[config.mk]
export PLATFORM = sky130hd
export DESIGN_NAME = wake_access_ctl
export DESIGN_NICKNAME = d
export VERILOG_FILES = /design/src/rtl/wac_pkg.sv /design/src/rtl/wac_pwr_seq.sv /design/src/rtl/wac_pin_sync.sv /design/src/rtl/wac_reset_ctl.sv /design/src/rtl/wake_access_ctl.sv
export SDC_FILE = /design/constraint.sdc
export NUM_CORES = 1
export LEC_CHECK = 0
export ABC_AREA = 1
export BUFFER_PORTS_ARGS = -buffer_cell sky130_fd_sc_hd__buf_2
export CELL_PAD_IN_SITES_DETAIL_PLACEMENT = 1
export CELL_PAD_IN_SITES_GLOBAL_PLACEMENT = 1
export CORE_UTILIZATION = 23
export DETAILED_ROUTE_END_ITERATION = 10
export HOLD_SLACK_MARGIN = 0.03
export PLACE_DENSITY_LB_ADDON = 0.12
export SETUP_SLACK_MARGIN = 0.4
export SYNTH_ARGS = -nofsm -noshare
export SYNTH_HDL_FRONTEND = slang
export SYNTH_SLANG_ARGS = --single-unit
[constraint.sdc]
create_clock -name clk -period 1.2 [get_ports clk]
set_input_delay 0.06 -clock clk [delete_from_list [all_inputs] [get_ports clk]]
set_output_delay 0.06 -clock clk [all_outputs]
set_load 0.02 [all_outputs]
[src/rtl/wac_pkg.sv]
package wac_pkg;

   typedef enum logic [1:0] {
      PS_OFF      = 2'd0,
      PS_WAKING   = 2'd1,
      PS_AWAKE    = 2'd2,
      PS_SLEEPING = 2'd3
   } pwr_state_e;

   // word indices
   localparam int unsigned ADR_CTL   = 0;
   localparam int unsigned ADR_RST   = 1;
   localparam int unsigned ADR_CAUSE = 2;

   // power-control word fields
   localparam int unsigned CTL_READY = 0;
   localparam int unsigned CTL_EN    = 2;
   localparam int unsigned CTL_REQ   = 3;
   localparam int unsigned CTL_GTS   = 4;
   localparam int unsigned CTL_PS_LO = 24;
   localparam int unsigned CTL_KILL  = 27;

   // reset-control word fields
   localparam int unsigned RST_SOFT  = 7;
   localparam int unsigned RST_MDIS  = 8;
   localparam int unsigned RST_STOP  = 9;

   // cause word field
   localparam int unsigned CAUSE_KILL = 7;

   // power-save codes
   localparam logic [2:0] PSC_NONE  = 3'b000;
   localparam logic [2:0] PSC_CORE  = 3'b001;
   localparam logic [2:0] PSC_RADIO = 3'b010;
   localparam logic [2:0] PSC_ERR   = 3'b011;

   localparam int unsigned MIN_DATA_W = CTL_KILL + 1;

endpackage

[src/rtl/wac_pwr_seq.sv]
module wac_pwr_seq
   import wac_pkg::*;
#(
   parameter int unsigned WAKE_CYC  = 8,
   parameter int unsigned SLEEP_CYC = 4
) (
   input  logic clk,
   input  logic rst_n,
   input  logic en_i,
   input  logic req_i,
   input  logic sleep_req_i,
   output logic ready_o,
   output logic going_sleep_o,
   output logic held_down_o
);

   localparam int unsigned MAX_CYC = (WAKE_CYC > SLEEP_CYC) ? WAKE_CYC : SLEEP_CYC;
   localparam int unsigned CNT_W   = (MAX_CYC < 2) ? 1 : $clog2(MAX_CYC);
   localparam logic [CNT_W-1:0] WAKE_LAST  = CNT_W'(WAKE_CYC - 1);
   localparam logic [CNT_W-1:0] SLEEP_LAST = CNT_W'(SLEEP_CYC - 1);

   generate
      if (WAKE_CYC < 1) begin : g_bad_wake
         $error("wac_pwr_seq: WAKE_CYC must be at least 1");
      end
      if (SLEEP_CYC < 1) begin : g_bad_sleep
         $error("wac_pwr_seq: SLEEP_CYC must be at least 1");
      end
   endgenerate

   pwr_state_e       state_q, state_d;
   logic [CNT_W-1:0] cnt_q, cnt_d;
   logic             wake_cond;
   logic             sleep_cond;

   assign wake_cond  = en_i && (req_i || !sleep_req_i);
   assign sleep_cond = sleep_req_i && !req_i;

   always_comb begin
      state_d = state_q;
      cnt_d   = cnt_q;
      unique case (state_q)
         PS_OFF: begin
            if (wake_cond) begin
               state_d = PS_WAKING;
               cnt_d   = '0;
            end
         end
         PS_WAKING: begin
            if (!en_i) begin
               state_d = PS_OFF;
            end else if (cnt_q == WAKE_LAST) begin
               state_d = PS_AWAKE;
            end else begin
               cnt_d = cnt_q + 1'b1;
            end
         end
         PS_AWAKE: begin
            if (!en_i) begin
               state_d = PS_OFF;
            end else if (sleep_cond) begin
               state_d = PS_SLEEPING;
               cnt_d   = '0;
            end
         end
         PS_SLEEPING: begin
            if (!en_i || (cnt_q == SLEEP_LAST)) begin
               state_d = PS_OFF;
            end else begin
               cnt_d = cnt_q + 1'b1;
            end
         end
         default: state_d = PS_OFF;
      endcase
   end

   always_ff @(posedge clk or negedge rst_n) begin
      if (!rst_n) begin
         state_q <= PS_OFF;
         cnt_q   <= '0;
      end else begin
         state_q <= state_d;
         cnt_q   <= cnt_d;
      end
   end

   assign ready_o       = (state_q == PS_AWAKE) || (state_q == PS_SLEEPING);
   assign going_sleep_o = (state_q == PS_SLEEPING);
   assign held_down_o   = (state_q == PS_OFF);

endmodule

[src/rtl/wac_pin_sync.sv]
module wac_pin_sync #(
   parameter int unsigned STAGES = 2
) (
   input  logic clk,
   input  logic rst_n,
   input  logic pin_i,
   output logic level_o,
   output logic prev_o,
   output logic toggle_o
);

   generate
      if (STAGES < 2) begin : g_bad_stages
         $error("wac_pin_sync: STAGES must be at least 2");
      end
   endgenerate

   // STAGES synchronizer flops followed by one history flop
   logic [STAGES:0] chain_q;

   always_ff @(posedge clk or negedge rst_n) begin
      if (!rst_n) begin
         chain_q <= '0;
      end else begin
         chain_q <= {chain_q[STAGES-1:0], pin_i};
      end
   end

   assign level_o  = chain_q[STAGES-1];
   assign prev_o   = chain_q[STAGES];
   assign toggle_o = level_o ^ prev_o;

endmodule

[src/rtl/wac_reset_ctl.sv]
module wac_reset_ctl (
   input  logic clk,
   input  logic rst_n,
   input  logic wr_i,
   input  logic soft_bit_i,
   input  logic stop_bit_i,
   output logic soft_o,
   output logic stop_o,
   output logic mdis_o
);

   logic soft_q, stop_q, mdis_q;

   always_ff @(posedge clk or negedge rst_n) begin
      if (!rst_n) begin
         soft_q <= 1'b0;
         stop_q <= 1'b0;
         mdis_q <= 1'b0;
      end else begin
         soft_q <= wr_i && soft_bit_i;
         if (wr_i) begin
            stop_q <= stop_bit_i;
         end
         mdis_q <= stop_q;
      end
   end

   assign soft_o = soft_q;
   assign stop_o = stop_q;
   assign mdis_o = mdis_q;

endmodule

[src/rtl/wake_access_ctl.sv]
module wake_access_ctl
   import wac_pkg::*;
#(
   parameter int unsigned DATA_W      = 32,
   parameter int unsigned ADDR_W      = 2,
   parameter int unsigned WAKE_CYC    = 8,
   parameter int unsigned SLEEP_CYC   = 4,
   parameter int unsigned SYNC_STAGES = 2
) (
   input  logic              clk,
   input  logic              rst_n,
   input  logic              reg_wr,
   input  logic [ADDR_W-1:0] reg_addr,
   input  logic [DATA_W-1:0] reg_wdata,
   output logic [DATA_W-1:0] reg_rdata,
   input  logic              core_sleep_req,
   input  logic              kill_pin,
   output logic              access_ok,
   output logic              kill_irq,
   output logic              soft_rst_pulse,
   output logic              bus_master_stop
);

   generate
      if (DATA_W < MIN_DATA_W) begin : g_bad_data_w
         $error("wake_access_ctl: DATA_W too narrow for the control word");
      end
      if (ADDR_W < 2) begin : g_bad_addr_w
         $error("wake_access_ctl: ADDR_W must be at least 2");
      end
   endgenerate

   // write decode
   logic wr_ctl, wr_rst, wr_cause;
   assign wr_ctl   = reg_wr && (reg_addr == ADDR_W'(ADR_CTL));
   assign wr_rst   = reg_wr && (reg_addr == ADDR_W'(ADR_RST));
   assign wr_cause = reg_wr && (reg_addr == ADDR_W'(ADR_CAUSE));

   // host-owned control bits
   logic en_q, req_q;
   always_ff @(posedge clk or negedge rst_n) begin
      if (!rst_n) begin
         en_q  <= 1'b0;
         req_q <= 1'b0;
      end else if (wr_ctl) begin
         en_q  <= reg_wdata[CTL_EN];
         req_q <= reg_wdata[CTL_REQ];
      end
   end

   // power sequencer
   logic ready, gts, held_down;
   wac_pwr_seq #(
      .WAKE_CYC  (WAKE_CYC),
      .SLEEP_CYC (SLEEP_CYC)
   ) u_seq (
      .clk           (clk),
      .rst_n         (rst_n),
      .en_i          (en_q),
      .req_i         (req_q),
      .sleep_req_i   (core_sleep_req),
      .ready_o       (ready),
      .going_sleep_o (gts),
      .held_down_o   (held_down)
   );

   // kill switch synchronizer and change detection
   logic kill_lvl, kill_prev, kill_chg;
   wac_pin_sync #(
      .STAGES (SYNC_STAGES)
   ) u_kill (
      .clk      (clk),
      .rst_n    (rst_n),
      .pin_i    (kill_pin),
      .level_o  (kill_lvl),
      .prev_o   (kill_prev),
      .toggle_o (kill_chg)
   );

   // cause bit: write-one-to-clear, a new change wins
   logic cause_q;
   always_ff @(posedge clk or negedge rst_n) begin
      if (!rst_n) begin
         cause_q <= 1'b0;
      end else if (kill_chg) begin
         cause_q <= 1'b1;
      end else if (wr_cause && reg_wdata[CAUSE_KILL]) begin
         cause_q <= 1'b0;
      end
   end

   // soft reset and bus-master stop
   logic soft_q, stop_q, mdis_q;
   wac_reset_ctl u_rst (
      .clk        (clk),
      .rst_n      (rst_n),
      .wr_i       (wr_rst),
      .soft_bit_i (reg_wdata[RST_SOFT]),
      .stop_bit_i (reg_wdata[RST_STOP]),
      .soft_o     (soft_q),
      .stop_o     (stop_q),
      .mdis_o     (mdis_q)
   );

   // power-save code, highest priority first
   logic [2:0] ps_code;
   always_comb begin
      if (!en_q && core_sleep_req) begin
         ps_code = PSC_ERR;
      end else if (en_q && held_down) begin
         ps_code = PSC_CORE;
      end else if (kill_lvl) begin
         ps_code = PSC_RADIO;
      end else begin
         ps_code = PSC_NONE;
      end
   end

   // read words
   logic [DATA_W-1:0] ctl_word, rst_word, cause_word;
   always_comb begin
      ctl_word                          = '0;
      ctl_word[CTL_READY]               = ready;
      ctl_word[CTL_EN]                  = en_q;
      ctl_word[CTL_REQ]                 = req_q;
      ctl_word[CTL_GTS]                 = gts;
      ctl_word[CTL_PS_LO+2:CTL_PS_LO]   = ps_code;
      ctl_word[CTL_KILL]                = kill_lvl;
      rst_word                          = '0;
      rst_word[RST_SOFT]                = soft_q;
      rst_word[RST_MDIS]                = mdis_q;
      rst_word[RST_STOP]                = stop_q;
      cause_word                        = '0;
      cause_word[CAUSE_KILL]            = cause_q;
   end

   always_comb begin
      unique case (reg_addr)
         ADDR_W'(ADR_CTL):   reg_rdata = ctl_word;
         ADDR_W'(ADR_RST):   reg_rdata = rst_word;
         ADDR_W'(ADR_CAUSE): reg_rdata = cause_word;
         default:            reg_rdata = '0;
      endcase
   end

   assign access_ok       = ready && !gts;
   assign kill_irq        = cause_q;
   assign soft_rst_pulse  = soft_q;
   assign bus_master_stop = stop_q;

endmodule

## Yosys cells after proc, flatten, opt, wreduce, memory -nomap -nowiden

Index checks and enable logic that the tools add are counted.

| cells by class | value |
|---|---|
| div/mod/pow operators | 0 |
| shifts and indexed selects | 0 |
| reductions and logical operators | 22 |
| equality and inequality tests | 16 |
| order comparisons | 0 |
| $mul | 0 |
| add/sub/neg operators | 1 |
| muxes and demuxes | 20 |
| bitwise gates (word level) | 1 |

Operator list:

| cell | number |
|---|---|
| $pmux W28 S3 | 1 |
| $mux W2 | 9 |
| $mux W3 | 6 |
| $pmux W3 S4 | 1 |
| $logic_and A1 B1 Y1 | 10 |
| $ne A2 B2 Y1 const B | 4 |
| $pmux W2 S4 | 1 |
| $eq A2 B2 Y1 const B | 3 |
| $ne A2 B1 Y1 const B | 3 |
| $ne A3 B2 Y1 const B | 2 |
| $reduce_and A6 Y1 | 1 |
| $eq A2 B1 Y1 const B | 2 |
| $logic_not A1 Y1 | 4 |
| $logic_not A2 Y1 | 2 |
| $reduce_and A4 Y1 | 1 |
| $add A3 B1 Y3 const B | 1 |
| $eq A3 B2 Y1 const B | 1 |
| $eq A3 B3 Y1 const B | 1 |
| $logic_or A1 B1 Y1 | 3 |
| $mux W1 | 2 |
| $reduce_bool A2 Y1 | 1 |
| $xor A1 B1 Y1 | 1 |

| storage, ports and cells | value |
|---|---|
| logic and storage cells | 69 |
| bits in read-only memories | 0 |
| latch bits | 0 |
| memory bits (writable) | 0 |
| output and inout port bits | 36 |
| memories kept | 0 |
| bits in registers | 14 |

## Logic depth before layout (Yosys ltp)

Gate-level depths: netlist (run 1).

| logic depth | value |
|---|---|
| word-level depth | 5 |
| depth in mapped cells | 9 |
| depth with buffers taken out | 9 |

## Modules after synthesis

A second synthesis (run 1) with hierarchy kept.

| second synthesis, totals | value |
|---|---|
| cell total of the unflattened synthesis | 146 |
| area, all modules | 1008.5 um^2 |

Modules (own cells, without submodules):

| module | area an instance (um^2) | times used | cells an instance |
|---|---|---|---|
| wake_access_ctl | 425.4 | 1 | 69 |
| wac_pwr_seq | 391.6 | 1 | 60 |
| wac_reset_ctl | 97.6 | 1 | 9 |
| wac_pin_sync | 93.8 | 1 | 8 |

## Worst setup path after synthesis (run 1)

Ideal clock, no wire load.

| timing | value |
|---|---|
| path type | register to register |
| from | reg u_seq.cnt_q[0] |
| to | reg u_seq.cnt_q[0] |
| clock period less this slack | 1.304 ns |
| data arrival time | 1.183 ns |
| cell stages (with the launch flop) | 9 |
| path slack | -0.104 ns |
| cell sequence | dfrtp_1 ha_1 ha_1 inv_1 nand2_1 nand2_4 nand2_2 o21bai_1 nand2_1 |

| on the way | value |
|---|---|
| longest elaborated chain between the ends | 4 |

Ends and longest elaborated chain:

| element | RTL line | RTL |
|---|---|---|
| start: declaration | wac_pwr_seq.sv:32 | `logic [CNT_W-1:0] cnt_q, cnt_d;` |
| start signal: assignment | wac_pwr_seq.sv:83 | `cnt_q <= cnt_d;` |
| $add A3 B1 Y3 or $eq A3 B2 Y1 (tied branches) | wac_pwr_seq.sv:55, wac_pwr_seq.sv:70, wac_pwr_seq.sv:67 |  |
| $mux W3 or $logic_or A1 B1 Y1 (tied branches) | wac_pwr_seq.sv:52, wac_pwr_seq.sv:67 |  |
| $mux W3 or $ne A2 B2 Y1 (tied branches) | - |  |
| $pmux W3 S4 or $reduce_and A6 Y1 (tied branches) | - |  |

Parallel ways exist; a longest one is shown, timed or not. The select of a mux whose other input is x is not followed.
A chain may end at the register's enable or synchronous reset.

## Worst setup path in the final report (run 1)

| timing | value |
|---|---|
| from | reg u_seq.cnt_q[0] |
| to | reg u_seq.cnt_q[1] |

The elaborated chain is that of the path after synthesis.

==> metrics, run 1 <==
Die Footprint about 0.0045 mm^2; post-DP HPWL between 1500 and 2000 um; sw frac a little over two fifths; Max Clk Rate 764 MHz; Final Max Slew Viols 0; routed via count between 800 and 900; final cell count without fillers between 200 and 250; Reg clk slew, reported paths 60 ps; CP Launch Type flop; dpl cells just over 200; RSZ-0062 raised after global routing true; TritonCTS Buffers 3; first-pass GRT wire length just under 4000 um; Seq pwr share between 20% and 30%; critical path's most frequent cell nand2_4; sequential cell area about 360 um^2; Power Internal approximately 1600 uW; Setup CP Type flop to flop; P&R area growth vs syn 55.7%; failing checks negative setup slack; Initial DRT Pass Iterations 4; final setup margin -110 ps; PortBufs 24; number of core rows 23; CTS tree done; Hold Crit Endpoint u_rst.stop_o$_DFFE_PN0N_; DRT antenna net count 0; Core ar. a little over 0.004 mm^2; WHS Path Cells 3; CTS H-tree depth 1; Layout Cell Area excl Fill roughly 0.0015 mm^2; dpl ws -164 ps; CTS max path bufs 2; most common cell after layout, fill and taps aside conb_1; initial drt markers 31; Final Util between 30% and 40%; Critical Path, Cell by Cell ha_4 -> ha_2 -> inv_2 -> nand2_2 -> nand2_4 -> nand2_4 -> o21bai_1 -> nand2_1; Unique masters post-synth 19; status finished, violations left; Seq/Total Area, Yosys roughly 36%; wire per inst around 11 um; Avg Cell Area, Syn 7.54 um^2; Gate Count Post-Synth between 100 and 150; PD cells 1850 mW/mm^2; Seq cells post-synth 14; most frequent cells in the layout conb_1, buf_6, nand2_1, nor2_1, buf_4; layout cell share with drive strength beyond 1 roughly 51%; delay of the slowest cell on the worst path 410 ps; Crit. End Element flop; Fin Setup TNS -497 ps; Placed Instance Area 0.00116 mm^2; I/O pin cnt between 70 and 80; Die Ht between 60 and 70 um; clock root cell clkbuf_8; Switching Power about 1200 uW; Max VDD drop just over 0.5 mV; Sink Count 14; area of the multi-input gates 601 um^2; Final Hold Vio Count 0; CP Max Fanout 4; effective utilization at floorplan between 20 and 25%; Setup Skew 2.59 ps; Max-cap violations 0; Leak roughly 0.00079 uW; initial antenna violation count 0; Final #Nets 218; Critical Path RT roughly 1300 ps; Synth Warn # 0; Worst-Skew Late Latency between 200 and 250 ps; hold_sp reg_wdata[9]; largest net degree at the start of global routing 15; clock power share roughly 17%; Critical Path AT between 1000 and 1500 ps; final worst path period need 1310 ps; grt ovf 0; Final period util 109%; fillers between 400 and 500; reg2reg end u_seq.cnt_q[1]$_DFFE_PN0P_; DRC 0; Horiz. Die Dim about 67 um; Logic pwr share a little under three fifths; Crit-path slowest cell dfrtp_1; Tot GR Track Use between 10% and 20%; mapped cell area 980 um^2; Worst R2R Setup Slack -110 ps; vias in the first global route 880; gp weighted congestion 0.735; Post-Route WL 2370 um; Synth top area share 35.8%; # diodes 0; area leader, netlist dfrtp_1; FF-to-FF path depth 8; r2r startpoint u_seq.cnt_q[0]$_DFFE_PN0P_; Hold Crit Class input pin to flop; ranking of synthesized cells by area dfrtp_1, buf_4, nor2_1, nand2_1, inv_1; Vias/cell roughly 4.0; Final Setup Violations 8
[how the worst max path moves through the flow]
stage                                       to                         start  depth (start not counted)  slack (ps)
detailed placement  u_seq.cnt_q[1]$_DFFE_PN0P_    u_seq.cnt_q[1]$_DFFE_PN0P_                          8        -160
global placement    u_seq.cnt_q[2]$_DFFE_PN0P_    u_seq.cnt_q[1]$_DFFE_PN0P_                          9        -110
floorplan           u_seq.cnt_q[0]$_DFFE_PN0P_    u_seq.cnt_q[0]$_DFFE_PN0P_                          8         -30
CTS                 u_seq.cnt_q[1]$_DFFE_PN0P_    u_seq.cnt_q[1]$_DFFE_PN0P_                          8        -140
finish              u_seq.cnt_q[1]$_DFFE_PN0P_    u_seq.cnt_q[0]$_DFFE_PN0P_                          8        -110
global route        u_seq.cnt_q[2]$_DFFE_PN0P_  u_seq.state_q[0]$_DFFE_PN0P_                          8        -190
[cells in the mapped netlist]
cell type	count
buf_6	1
dfrtp_1	14
o21ai_0	2
xnor2_1	1
nor2_1	22
nand2_2	5
inv_1	15
buf_4	22
nand3_1	2
inv_2	5
ha_1	3
nand2_4	3
a31oi_1	1
a21oi_1	5
nor2_2	1
nand2_1	20
conb_1	1
o21bai_1	3
nand4_1	4
[final cells by class]
type | instances | share of cell area, %
inverter | 20 | 5.09
sequential | 14 | 23.3
clock buffer | 4 | 3.61
tap | 50 | 4.10
timing repair buffer | 43 | 24.5
multi-input combinational | 94 | 39.4
[metrics by stage]
stage | hold slack (ps) | total power [uW]
floorplan | -236 | 1540
global placement | -10.8 | 1810
detailed placement | -14.3 | 1830
CTS | 62.2 | 2690
global route | 75.3 | 3060
finish | 67.1 | 2820
[state kept, by name (all words and copies together), names as in the netlist]
name            count
en_q                1
u_rst.stop_o        1
req_q               1
u_rst.soft_o        1
kill_irq            1
u_rst.mdis_o        1
u_kill.chain_q      3
u_seq.cnt_q         3
u_seq.state_q       2
[power groups by stage]
stage | sequential (uW) | clock (uW) | combinational [uW]
4_1_cts | 731 | 489 | 1470
5_1_grt | 748 | 507 | 1810
3_5_place_dp | 714 | 0 | 1110
3_3_place_gp | 709 | 0 | 1110
6_report | 731 | 467 | 1620
2_1_floorplan | 687 | 0 | 857
[timing repair]
action,CTS,global route
buffers inserted,7,5
endpoints found under the setup margin,20,21
pin swaps,17,10
hold buffers,2,0
resized for setup,47,16
endpoints found under the hold margin,15,0
[layer usage]
| metal | routed length [um] | GRT usage, % |
|---|---|---|
| met5 | 0 | 0 |
| met1 | 1060 | 14.5 |
| met2 | 1200 | 20.5 |
| met4 | 27 | 4.79 |
| met3 | 73 | 2.03 |
[cells by family after synthesis]
kind of cell,Yosys count,synth area share [%]
buffers and inverters,43,25.7
adders and majority gates,3,3.83
DFF,14,35.8
xor gates and xnor gates,1,0.894
other,1,0.383
and+or+nand+nor,57,26.9
AOI/OAI and AO/OA,11,6.51
[critical path: cells and delay by family (launching register included)]
kind	cells	cell delay (ps)
AO/OA/AOI/OAI	1	130
adder cells (fa/ha/maj)	2	350
buffers and inverters	1	50
flip-flops	1	410
AND/OR/NAND/NOR	4	260
No activity file was read; power rests on OpenSTA's default activity.
==> run 2: changes to the inputs <==
--- a/config.mk
+++ b/config.mk
@@ -12,7 +12,8 @@
 export CORE_UTILIZATION = 23
 export DETAILED_ROUTE_END_ITERATION = 10
 export HOLD_SLACK_MARGIN = 0.03
-export PLACE_DENSITY_LB_ADDON = 0.12
+export PLACE_DENSITY_LB_ADDON = 0.1
+export REMOVE_ABC_BUFFERS = 1
 export SETUP_SLACK_MARGIN = 0.4
 export SYNTH_ARGS = -nofsm -noshare
 export SYNTH_HDL_FRONTEND = slang
==> metrics, run 2 (synthesized netlist as in run 1, its figures left out) <==
Critical Path AT 1510 ps; CP Launch Type flop; CTS H-tree depth 1; number of core rows 23; Final #Nets 225; delay of the slowest cell on the worst path around 410 ps; Vias/cell approximately 4; r2r startpoint u_seq.cnt_q[1]$_DFFE_PN0P_; layout cell share with drive strength beyond 1 between 50% and 60%; Reg clk slew, reported paths ~70 ps; Fin Setup TNS -575 ps; Setup Skew around 6.4 ps; Max VDD drop between 0.6 and 0.7 mV; RSZ-0062 raised after global routing true; Placed Instance Area 0.00110 mm^2; Tot GR Track Use approximately 12%; Final Max Slew Viols 0; Power Internal ~1700 uW; failing checks negative setup slack; Max Clk Rate between 700 and 800 MHz; Critical Path, Cell by Cell ha_4 -> ha_4 -> inv_2 -> nand2_4 -> nand2_4 -> nand2_4 -> inv_2 -> nand4_1 -> nand2_1; Critical Path RT between 1000 and 1500 ps; status finished, violations left; Sink Count 14; Final Setup Violations 7; final worst path period need 1320 ps; DRT antenna net count 0; CTS max path bufs 2; clock power share ~16%; gp weighted congestion slightly above 0.8; wire per inst 11.5 um; post-DP HPWL about 1800 um; largest net degree at the start of global routing 15; DRC 0; Switching Power about 1200 uW; Final Hold Vio Count 0; PD cells roughly 1800 mW/mm^2; Die Footprint approximately 0.0045 mm^2; vias in the first global route 919; Final period util 110%; PortBufs 24; Die Ht around 67 um; first-pass GRT wire length just over 4000 um; Hold Crit Class input pin to flop; most common cell after layout, fill and taps aside conb_1; Leak just over 0.0008 uW; Initial DRT Pass Iterations 4; Largest regs u_kill.chain_q (3), u_seq.cnt_q (3), u_seq.state_q (2); Worst Setup SP u_seq.cnt_q[1]$_DFFE_PN0P_; CP endpoint u_seq.cnt_q[2]$_DFFE_PN0P_; TritonCTS Buffers 3; grt ovf 0; initial antenna violation count 0; Crit-path slowest cell dfrtp_1; routed via count between 900 and 1k; Logic pwr share 58.8%; final setup margin -118 ps; most frequent cells in the layout conb_1, buf_6, buf_4, nor2_1, nand2_1; critical path's most frequent cell nand2_4; Seq pwr share about a quarter; Layout Cell Area excl Fill between 0.0015 and 0.002 mm^2; Worst-Skew Late Latency 250 ps; CP Max Fanout 5; reg2reg end u_seq.cnt_q[2]$_DFFE_PN0P_; effective utilization at floorplan roughly 24%; # diodes 0; initial drt markers 15; Max-cap violations 0; Worst R2R Setup Slack -120 ps; Setup CP Type flop to flop; P&R area growth vs syn 61.6%; sw frac between 40% and 50%; Horiz. Die Dim about 67 um; CTS tree done; Crit. End Element flop; Core ar. 0.00406 mm^2; Post-Route WL around 2700 um; clock root cell clkbuf_8; I/O pin cnt 75; FF-to-FF path depth 9
run 2: cell types whose count changed in the layout (fill, tap and decap cells not counted), moves of 2 or more:
cell	change
a21oi_2	+3
nand2_4	+3
nand2_2	-3
buf_4	+6
nor2_4	-2
a21oi_4	-2
run 2: worst min-delay path by stage:
stage / start / to / cells past startpoint
finish: reg_wdata[9] / u_rst.stop_o$_DFFE_PN0N_ / 3
detailed placement: rst_n / u_seq.cnt_q[2]$_DFFE_PN0P_ / 1
global route: reg_wdata[2] / en_q$_DFFE_PN0P_ / 3
global placement: rst_n / u_seq.cnt_q[2]$_DFFE_PN0P_ / 1
floorplan: rst_n / en_q$_DFFE_PN0P_ / 0
CTS: reg_wdata[2] / en_q$_DFFE_PN0P_ / 3
run 2: layer usage:
layer  vias up  part of all wire [%]  track usage, %
met4         0                   1.7            6.38
met3         4                   3.7            2.20
li1        456                     -               -
met2        30                    54            23.3
met5         -                     0               0
met1       432                    41            13.3
run 2: cell type report:
class	instances	area [um^2]
fill	492	2470
clock buffer	4	55.1
sequential	14	355
tap	50	62.6
inverter	20	77.6
multi-input combinational	94	602
timing repair buffer	50	430
run 2: power by group through the flow:
stage          Sequential [uW]  Clock, uW  Combinational, uW
2_1_floorplan              683          0                717
3_3_place_gp               694          0               1030
3_5_place_dp               694          0               1050
4_1_cts                    704        492               1410
5_1_grt                    740        511               1890
6_report                   726        476               1720
run 2: per-stage QoR:
stage | cells | setup slack [ps] | util [%] | total power (uW) | hold WS, ps
final | 232 | -118 | 39.0 | 2920 | 58.1
after global routing | 232 | -203 | 39.0 | 3140 | 75.6
after CTS | 223 | -115 | 34.1 | 2610 | 55.0
after detailed placement | 207 | -204 | 27.2 | 1740 | -14.3
after global placement | 207 | -160 | 27.2 | 1730 | -19.8
after floorplan | 128 | -111 | - | 1400 | -236
run 2: what timing repair did:
action,CTS,global route
resized for setup,47,32
endpoints found under the hold margin,15,0
hold buffers,2,0
endpoints found under the setup margin,21,22
setup buffers,10,9
pin swaps,20,10
run 2: worst max-delay path: cells and delay by family (launching register included):
family / cells / cell delay [ps]
adder cells (fa/ha/maj): 2 / 340
buffers and inverters: 2 / 130
flip-flops: 1 / 410
AND/OR/NAND/NOR: 5 / 360
